--- src/rtl/bch_syn_pkg.sv ---
package bch_syn_pkg;

    parameter int MAXM  = 14;
    parameter int MAXT  = 24;
    localparam int NSYN = 2 * MAXT;
    localparam int IDXW = $clog2(NSYN);
    localparam int KW   = $clog2(MAXT + 1);
    localparam int JW   = $clog2(MAXM);

    typedef logic [MAXM-1:0] gf_t;

    localparam gf_t POLY_LO = gf_t'(14'h001B);
    localparam gf_t POLY_HI = gf_t'(14'h0443);

    typedef enum logic [1:0] {
        PH_IDLE,
        PH_ODD,
        PH_EVEN,
        PH_FIN
    } phase_e;

    typedef struct packed {
        logic          deg14;
        logic [KW-1:0] tcap;
    } cfg_t;

    function automatic logic [KW-1:0] cap_of(input logic [2:0] sel);
        case (sel)
            3'd1:    return KW'(4);
            3'd2:    return KW'(8);
            3'd3:    return KW'(12);
            3'd4:    return KW'(24);
            default: return KW'(2);
        endcase
    endfunction

    function automatic gf_t gf_xtime(input gf_t x, input logic deg14);
        gf_t  r;
        logic top;
        top = deg14 ? x[MAXM-1] : x[MAXM-2];
        r   = {x[MAXM-2:0], 1'b0};
        if (!deg14) r[MAXM-1] = 1'b0;
        if (top) r = r ^ (deg14 ? POLY_HI : POLY_LO);
        return r;
    endfunction

    function automatic gf_t gf_mult(input gf_t a, input gf_t b, input logic deg14);
        gf_t r;
        r = '0;
        for (int bi = MAXM - 1; bi >= 0; bi--) begin
            r = gf_xtime(r, deg14);
            if (b[bi]) r = r ^ a;
        end
        return r;
    endfunction

endpackage

--- src/rtl/gf_mul_unit.sv ---
module gf_mul_unit
    import bch_syn_pkg::*;
(
    input  gf_t  a_i,
    input  gf_t  b_i,
    input  logic deg14_i,
    output gf_t  p_o
);
    assign p_o = gf_mult(a_i, b_i, deg14_i);
endmodule

--- src/rtl/syn_store.sv ---
module syn_store
    import bch_syn_pkg::*;
(
    input  logic                 clk,
    input  logic                 rst,
    input  logic                 clr_i,
    input  logic                 wr_en_i,
    input  logic [IDXW-1:0]      wr_idx_i,
    input  gf_t                  wr_data_i,
    input  logic [IDXW-1:0]      rd_idx_i,
    output gf_t                  rd_data_o,
    output logic [NSYN*MAXM-1:0] flat_o
);
    gf_t slot_q [NSYN];

    always_ff @(posedge clk) begin
        if (rst || clr_i) begin
            for (int s = 0; s < NSYN; s++) slot_q[s] <= '0;
        end else if (wr_en_i) begin
            slot_q[wr_idx_i] <= wr_data_i;
        end
    end

    assign rd_data_o = slot_q[rd_idx_i];

    for (genvar g = 0; g < NSYN; g++) begin : g_flat
        assign flat_o[g*MAXM +: MAXM] = slot_q[g];
    end
endmodule

--- src/rtl/syn_ctrl.sv ---
module syn_ctrl
    import bch_syn_pkg::*;
(
    input  logic                 clk,
    input  logic                 rst,
    input  logic                 start_i,
    input  logic                 sec1k_i,
    input  logic [2:0]           capsel_i,
    input  logic [MAXT*MAXM-1:0] psyn_i,
    input  gf_t                  pw_next_i,
    input  gf_t                  beta_next_i,
    input  gf_t                  sq_i,
    output gf_t                  pw_o,
    output gf_t                  beta_o,
    output cfg_t                 cfg_o,
    output logic                 clr_o,
    output logic                 wr_en_o,
    output logic [IDXW-1:0]      wr_idx_o,
    output gf_t                  wr_data_o,
    output logic [IDXW-1:0]      rd_idx_o,
    output logic                 even_o,
    output logic                 busy_o,
    output logic                 done_o
);
    phase_e        ph_q;
    cfg_t          cfg_q;
    logic [KW-1:0] k_q;
    logic [JW-1:0] j_q;
    logic [KW-1:0] j2_q;
    gf_t           acc_q;
    gf_t           pw_q;
    gf_t           beta_q;
    gf_t           part_q [MAXT];

    logic          bit_now;
    logic          last_j;
    gf_t           acc_fin;

    assign bit_now = part_q[k_q][j_q];
    assign last_j  = (j_q == (cfg_q.deg14 ? JW'(MAXM - 1) : JW'(MAXM - 2)));
    assign acc_fin = acc_q ^ (bit_now ? pw_q : '0);

    always_ff @(posedge clk) begin
        if (rst) begin
            ph_q   <= PH_IDLE;
            cfg_q  <= '0;
            k_q    <= '0;
            j_q    <= '0;
            j2_q   <= '0;
            acc_q  <= '0;
            pw_q   <= '0;
            beta_q <= '0;
            for (int s = 0; s < MAXT; s++) part_q[s] <= '0;
        end else begin
            case (ph_q)
                PH_IDLE: begin
                    if (start_i) begin
                        cfg_q.deg14 <= sec1k_i;
                        cfg_q.tcap  <= cap_of(capsel_i);
                        for (int s = 0; s < MAXT; s++)
                            part_q[s] <= psyn_i[s*MAXM +: MAXM];
                        k_q    <= '0;
                        j_q    <= '0;
                        acc_q  <= '0;
                        pw_q   <= gf_t'(1);
                        beta_q <= gf_t'(2);
                        ph_q   <= PH_ODD;
                    end
                end
                PH_ODD: begin
                    if (last_j) begin
                        j_q    <= '0;
                        acc_q  <= '0;
                        pw_q   <= gf_t'(1);
                        beta_q <= beta_next_i;
                        k_q    <= k_q + 1'b1;
                        if (k_q == KW'(cfg_q.tcap - 1'b1)) begin
                            ph_q <= PH_EVEN;
                            j2_q <= KW'(1);
                        end
                    end else begin
                        j_q   <= j_q + 1'b1;
                        acc_q <= acc_fin;
                        pw_q  <= pw_next_i;
                    end
                end
                PH_EVEN: begin
                    j2_q <= j2_q + 1'b1;
                    if (j2_q == cfg_q.tcap) ph_q <= PH_FIN;
                end
                default: ph_q <= PH_IDLE;
            endcase
        end
    end

    always_comb begin
        clr_o     = (ph_q == PH_IDLE) && start_i;
        wr_en_o   = ((ph_q == PH_ODD) && last_j) || (ph_q == PH_EVEN);
        wr_idx_o  = (ph_q == PH_ODD) ? IDXW'({k_q, 1'b0})
                                     : IDXW'({j2_q, 1'b0} - 1'b1);
        wr_data_o = (ph_q == PH_ODD) ? acc_fin : sq_i;
        rd_idx_o  = IDXW'(j2_q - 1'b1);
    end

    assign pw_o   = pw_q;
    assign beta_o = beta_q;
    assign cfg_o  = cfg_q;
    assign even_o = (ph_q == PH_EVEN);
    assign busy_o = (ph_q != PH_IDLE);
    assign done_o = (ph_q == PH_FIN);
endmodule

--- src/rtl/bch_syndrome_expander.sv ---
module bch_syndrome_expander
    import bch_syn_pkg::*;
(
    input  logic                 clk,
    input  logic                 rst,
    input  logic                 start_i,
    input  logic                 sec1k_i,
    input  logic [2:0]           capsel_i,
    input  logic [MAXT*MAXM-1:0] psyn_i,
    output logic                 busy_o,
    output logic                 done_o,
    output logic [NSYN*MAXM-1:0] syn_o
);
    localparam int NMUL = 3;

    gf_t             pw, beta, pw_next, beta_next, sq;
    gf_t             rd_data, wr_data;
    cfg_t            cfg_q;
    logic            clr, wr_en, even_ph;
    logic [IDXW-1:0] wr_idx, rd_idx;

    gf_t mul_a [NMUL];
    gf_t mul_b [NMUL];
    gf_t mul_p [NMUL];

    assign mul_a[0] = pw;      assign mul_b[0] = beta;
    assign mul_a[1] = beta;    assign mul_b[1] = gf_t'(4);
    assign mul_a[2] = rd_data; assign mul_b[2] = rd_data;

    for (genvar g = 0; g < NMUL; g++) begin : g_mul
        gf_mul_unit u_mul (
            .a_i     (mul_a[g]),
            .b_i     (mul_b[g]),
            .deg14_i (cfg_q.deg14),
            .p_o     (mul_p[g])
        );
    end

    assign pw_next   = mul_p[0];
    assign beta_next = mul_p[1];
    assign sq        = mul_p[2];

    syn_ctrl u_ctrl (
        .clk         (clk),
        .rst         (rst),
        .start_i     (start_i),
        .sec1k_i     (sec1k_i),
        .capsel_i    (capsel_i),
        .psyn_i      (psyn_i),
        .pw_next_i   (pw_next),
        .beta_next_i (beta_next),
        .sq_i        (sq),
        .pw_o        (pw),
        .beta_o      (beta),
        .cfg_o       (cfg_q),
        .clr_o       (clr),
        .wr_en_o     (wr_en),
        .wr_idx_o    (wr_idx),
        .wr_data_o   (wr_data),
        .rd_idx_o    (rd_idx),
        .even_o      (even_ph),
        .busy_o      (busy_o),
        .done_o      (done_o)
    );

    syn_store u_store (
        .clk       (clk),
        .rst       (rst),
        .clr_i     (clr),
        .wr_en_i   (wr_en),
        .wr_idx_i  (wr_idx),
        .wr_data_i (wr_data),
        .rd_idx_i  (rd_idx),
        .rd_data_o (rd_data),
        .flat_o    (syn_o)
    );
endmodule

--- config.mk ---
export PLATFORM = sky130hd
export DESIGN_NAME = bch_syndrome_expander
export DESIGN_NICKNAME = d
export VERILOG_FILES = /design/src/rtl/bch_syn_pkg.sv /design/src/rtl/gf_mul_unit.sv /design/src/rtl/syn_store.sv /design/src/rtl/syn_ctrl.sv /design/src/rtl/bch_syndrome_expander.sv
export SDC_FILE = /design/constraint.sdc
export NUM_CORES = 2
export LEC_CHECK = 0
export BUFFER_PORTS_ARGS = -buffer_cell sky130_fd_sc_hd__clkbuf_2
export CAP_MARGIN = 10
export CORE_AREA = 2 2 392 394
export CTS_BUF_LIST = sky130_fd_sc_hd__clkbuf_16
export CTS_CLUSTER_DIAMETER = 100
export DETAILED_ROUTE_END_ITERATION = 8
export DIE_AREA = 0 0 394 396
export GPL_TIMING_DRIVEN = 0
export PLACE_DENSITY_LB_ADDON = 0.15
export SYNTH_ARGS = -nofsm -noshare
export SYNTH_HDL_FRONTEND = slang
export SYNTH_SLANG_ARGS = --single-unit
--- constraint.sdc ---
create_clock -name clk -period 13.55 [get_ports clk]
set_input_delay 1.355 -clock clk [delete_from_list [all_inputs] [get_ports clk]]
set_output_delay 1.355 -clock clk [all_outputs]
set_load 0.05 [all_outputs]
---- After elaboration in Yosys (flattened, before gate mapping) ----
Memory sizes are Yosys's and may differ from the RTL's. A register that Yosys moved wholly into a read port is not among the register bits.
Cells that the tools add are included.
W data, S select, Z words.
word-level totals
  word-level logic and storage cells ...... 308
  bits in writable memories ............... 1008
  flip-flop bits (word level) ............. 64
  memories ................................ 2
operators by class
  reduce and logical (&&, ||, !) cells .... 14
  add/subtract/negate cells ............... 6
  $lt $le $gt $ge ......................... 1
  bitwise logic cells ..................... 79
  multiplexer cells ....................... 183
  eq/ne operators ......................... 14
memories
  name            words  width  read ports  clocked after Yosys merged registers in  wr ports  line             text
  u_store.slot_q  48     14     49          0                                        48        syn_store.sv:14  gf_t slot_q [NSYN];
  u_ctrl.part_q   24     14     1           1                                        24        syn_ctrl.sv:33   gf_t part_q [MAXT];
operators with widths
  cell                   count
  $mux W14               89
  $xor A14 B14 Y14       55
  $pmux W14 S2           3
  $mux W1                70
  $mux W5                6
  $or A1 B1 Y1           24
  $pmux W5 S2            2
  $pmux W5 S4            1
  $reduce_or A14 Y1      1
  $mux W6                2
  $mux W11               1
  $add A5 B1 Y5 const B  2
  $eq A5 B5 Y1           2
  $mux W2                4
  $mux W4                2
  $pmux W4 S2            1
  $eq A3 B2 Y1 const B   2
  $ne A2 B1 Y1 const B   3
  $pmux W2 S3            1
  $reduce_and A3 Y1      2
  $reduce_bool A2 Y1     3
  $sub A5 B1 Y6 const B  1
  $sub A6 B1 Y6 const B  1
  $lt A4 B5 Y1 const B   1
  14 further kinds       18

---- Longest topological paths before layout ----
An unclocked memory read counts as a cell.
  depth in word-level cells ............... 70
  gate-level depth with buffers ........... 27
  gate-level depth less buffers ........... 14

---- By module ----
From an unflattened synthesis, not the netlist that was laid out.
second synthesis, totals
  cells, all modules ...................... 5345
  area total of the unflattened synthesis .. 69445.4 um^2
modules (own cells, without submodules)
  module                 times used  area each (um^2)  cells each  sequential area each (um^2)
  syn_store              1           39659.3           2367        26905.8
  syn_ctrl               1           18934.4           1425        11451.0
  gf_mul_unit            3           3614.7            517         0.0
  bch_syndrome_expander  1           7.5               2           0.0

---- Worst setup path before layout ----
Ideal clock, no wire load.
  kind .................................... input to register
  start ................................... input port start_i
  end ..................................... memory u_store.slot_q[36][0] (netlist bit), enable pin
  stages on the path ...................... 9
  setup time .............................. 0.349 ns
  path buffers ............................ 2
  data required time ...................... 13.201 ns
  setup slack ............................. 3.571 ns
  arrival time ............................ 9.630 ns
  cells stage by stage .................... a21oi_1 inv_1 a211o_1 nor2_1 and2_1 buf_1 nand2_1 clkbuf_1 nand2_1
RTL lines
  item             line                        text
  start, declared  bch_syndrome_expander.sv:6  input logic start_i,
  end, declared    syn_store.sv:14

==> metrics <==
post-synth top area cell=edfxtp_1; Pwr Density=294 nW/um^2; CTS clk-pin slew, worst paths=0.06 ns; Worst Path Required=13.99 ns; Final nets=5754; Fill cells=14110; total CTS buffers=134; Worst VDD drop=0.273 mV; CP max FO=10; Hold Vio Cnt, Final=0; flop and latch count out of synthesis=1186; clock tree buffer depth=3; worst hold slack=0.534 ns; post_cts resized=0; grt total ovfl=0; fraction of layout cells with a size suffix above 1=29.2%; Setup violations, final=0; row count=143; top cell type's share of synthesized area=59.9%; drt total wl=282 mm; Tot Pwr=20.1 mW; TritonCTS clock tree=done; leakage=27.0 nW; cell mode on critical path=buf_4; Crit-path slowest cell=o21ai_1; CP endpoint=u_store.slot_q[57][10]$_DFFE_PP_; total track usage=35.3%; Final HPWL DP=217 mm; Hold Path Origin=u_ctrl.ph_q[0]$_SDFFE_PP0P_; Crit path depth=26; Final TNS setup=0 ns; final-report max-slew violation count=0; Fmax=86.7 MHz; die width=394 microns; register area share after synthesis=62.4%; CP startpoint=u_ctrl.j2_q[0]$_SDFFE_PP0P_; postcts setup bufs=0; DP Area=64000 sq um; htree depth=4; die area=156000 sq um; max_slew headroom=6.57%; initial antenna violation count=60; top-count cell post-synth=edfxtp_1; min-delay worst type=flop to flop; RR Startpoint=u_ctrl.j2_q[0]$_SDFFE_PP0P_; # clock sinks=1186; EDFF count, synth=1118; largest net degree at the start of global routing=132; synth top area cells=edfxtp_1, mux4_2, nor2_1, xnor2_1, nand2_1; run status=finished clean; Arrival @ worst endpoint=11.98 ns; drt pass-1 iters=8; # port buffers=1016; Synth async-reset ratio=0%; Max Cap Viol=0; DR vias=44388; Worst Reg2Reg Path Length in Cells=26; peak per-stage delay on the critical path=0.92 ns; Crit. End Element=flop; fin crit period=11.54 ns; Ports=1017; critical path's top delay family=buffers and inverters; Mapped Avg Cell Area=13.3 sq um; Mapped Nets=4579; WL per Instance=37.3 microns; area growth from synthesis to layout=22.3%; Post-CTS Hold Fix Bufs=0; RePlAce Congestion=1.01; most frequent cells after synthesis=edfxtp_1, nor2_1, nand2_1; Initial Utilization=37.0%; startpoint types=flop; core area=152000 sq um; clk_skew=0.0390 ns; DRC=0; final std cell area, no fill=68500 sq um; worst-margin pin slew=1.39 ns; YS warnings=0; DR vias/cell=5.87; r2r setup slk=2.01 ns; cell count after synthesis=4226; worst skew pair latency=0.80 ns; height of the die=396 microns; Crit Path Category=flop to flop; unrepaired setup endpoints after global routing=false; DRT antenna net count=0; Buf+Inv Stages, Crit Path=15; global-route wire length before repair=372 mm; Mapped Area=56000 sq um; vias in the first global route=41482; reg-to-reg endpoint=u_store.slot_q[57][10]$_DFFE_PP_; Primary FF master, synth=edfxtp_1; Synth cell types=83; Root Driver=clkbuf_16; Final period util=85.2%; Iter 0 DRT Violations=6960
## cells by family (layout without fill, tap and decap cells)
group                      Yosys count  in the layout  synth area share (%)
adders and majority gates           10             10                 0.223
and+or+nand+nor                   1743           1743                  13.8
other                                0             28                     0
DFF                               1186           1186                  62.4
buffers and inverters              376           1657                  3.18
xor gates and xnor gates           311            311                  5.12
muxes                              356            356                  12.4
AOI/OAI and AO/OA                  244            244                  2.88
## stage by stage
stage / setup slack [ns] / utilization (%) / std cells
2_1_floorplan: 3.57 / - / 4226
3_3_place_gp: -1.95 / 42.0 / 7272
3_5_place_dp: 2.77 / 42.3 / 7292
4_1_cts: 2.74 / 45.1 / 7534
5_1_grt: 2.36 / 45.2 / 7554
6_report: 2.01 / 45.2 / 7565
## worst min-delay path by stage
stage	end	slack (ns)	cells past startpoint
after CTS	u_ctrl.ph_q[0]$_SDFFE_PP0P_	0.53	2
after detailed placement	u_ctrl.ph_q[0]$_SDFFE_PP0P_	0.52	2
final	u_ctrl.ph_q[0]$_SDFFE_PP0P_	0.53	2
after global routing	u_ctrl.acc_q[3]$_SDFFE_PP0P_	0.56	2
after global placement	u_ctrl.ph_q[0]$_SDFFE_PP0P_	0.51	2
after floorplan	u_ctrl.ph_q[0]$_SDFFE_PP0P_	0.48	2
## cell type report
class                      instances  area (sq um)  area share, %
buffer                           345          1660           2.43
multi-input combinational       2664         19400           28.3
antenna                           28          70.1          0.102
sequential                      1186         34900           51.0
clock buffer                     137          3430           5.00
clock inverter                   105           945           1.38
tap                             2030          2540           3.71
inverter                          31           124          0.181
timing repair buffer            1039          5430           7.92
## power by group
part / switching [mW] / internal (mW) / total (mW)
Combinational: 8.69 / 2.13 / 10.8
Clock: 1.63 / 2.08 / 3.71
Sequential: 0.424 / 5.19 / 5.61
## worst min-delay path: cells and delay by family, from the launching register on
family	cells	cell delay, ns
AO/OA/AOI/OAI	1	0.06
flip-flops	1	0.35
AND/OR/NAND/NOR	1	0.07
## routing by layer
layer | track usage, % | wire length, microns | part of all wire [%]
met3 | 9.81 | 34100 | 12
met5 | 0.585 | 184 | 0.065
met1 | 48.1 | 110000 | 39
met4 | 18.3 | 16700 | 5.9
met2 | 51.4 | 121000 | 43
## state kept, by name, indices dropped and copies added (netlist names), named ones only
register and cells:
u_ctrl.acc_q 14, u_ctrl.beta_o 14, u_ctrl.cfg_o 5, u_ctrl.j2_q 5, u_ctrl.j_q 4, u_ctrl.k_q 5, u_ctrl.part_q 336, u_ctrl.ph_q 2
u_ctrl.pw_o 14, u_store.slot_q 782
## cell usage in the layout (no fill, tap or decap), types with 12 or more instances in the layout
master and n:
mux2_2 15, a31oi_1 13, o21ai_0 49, xor2_1 79, buf_8 15, nand3_1 67
clkinv_2 19, buf_4 28, clkinv_1 31, nor2_1 753, nor2b_1 94, bufinv_16 12
nand2_1 460, nor3_1 54, mux4_2 232, and2_1 261, a22oi_1 24, edfxtp_1 1118
buf_2 42, clkbuf_16 138, a21oi_1 52, mux4_1 29, diode_2 28, inv_1 53
clkbuf_1 236, dfxtp_1 68, clkbuf_2 1016, xnor2_1 217, mux2i_1 79, buf_6 24
buf_1 15
Note: power is estimated with default switching activity, not from simulation.
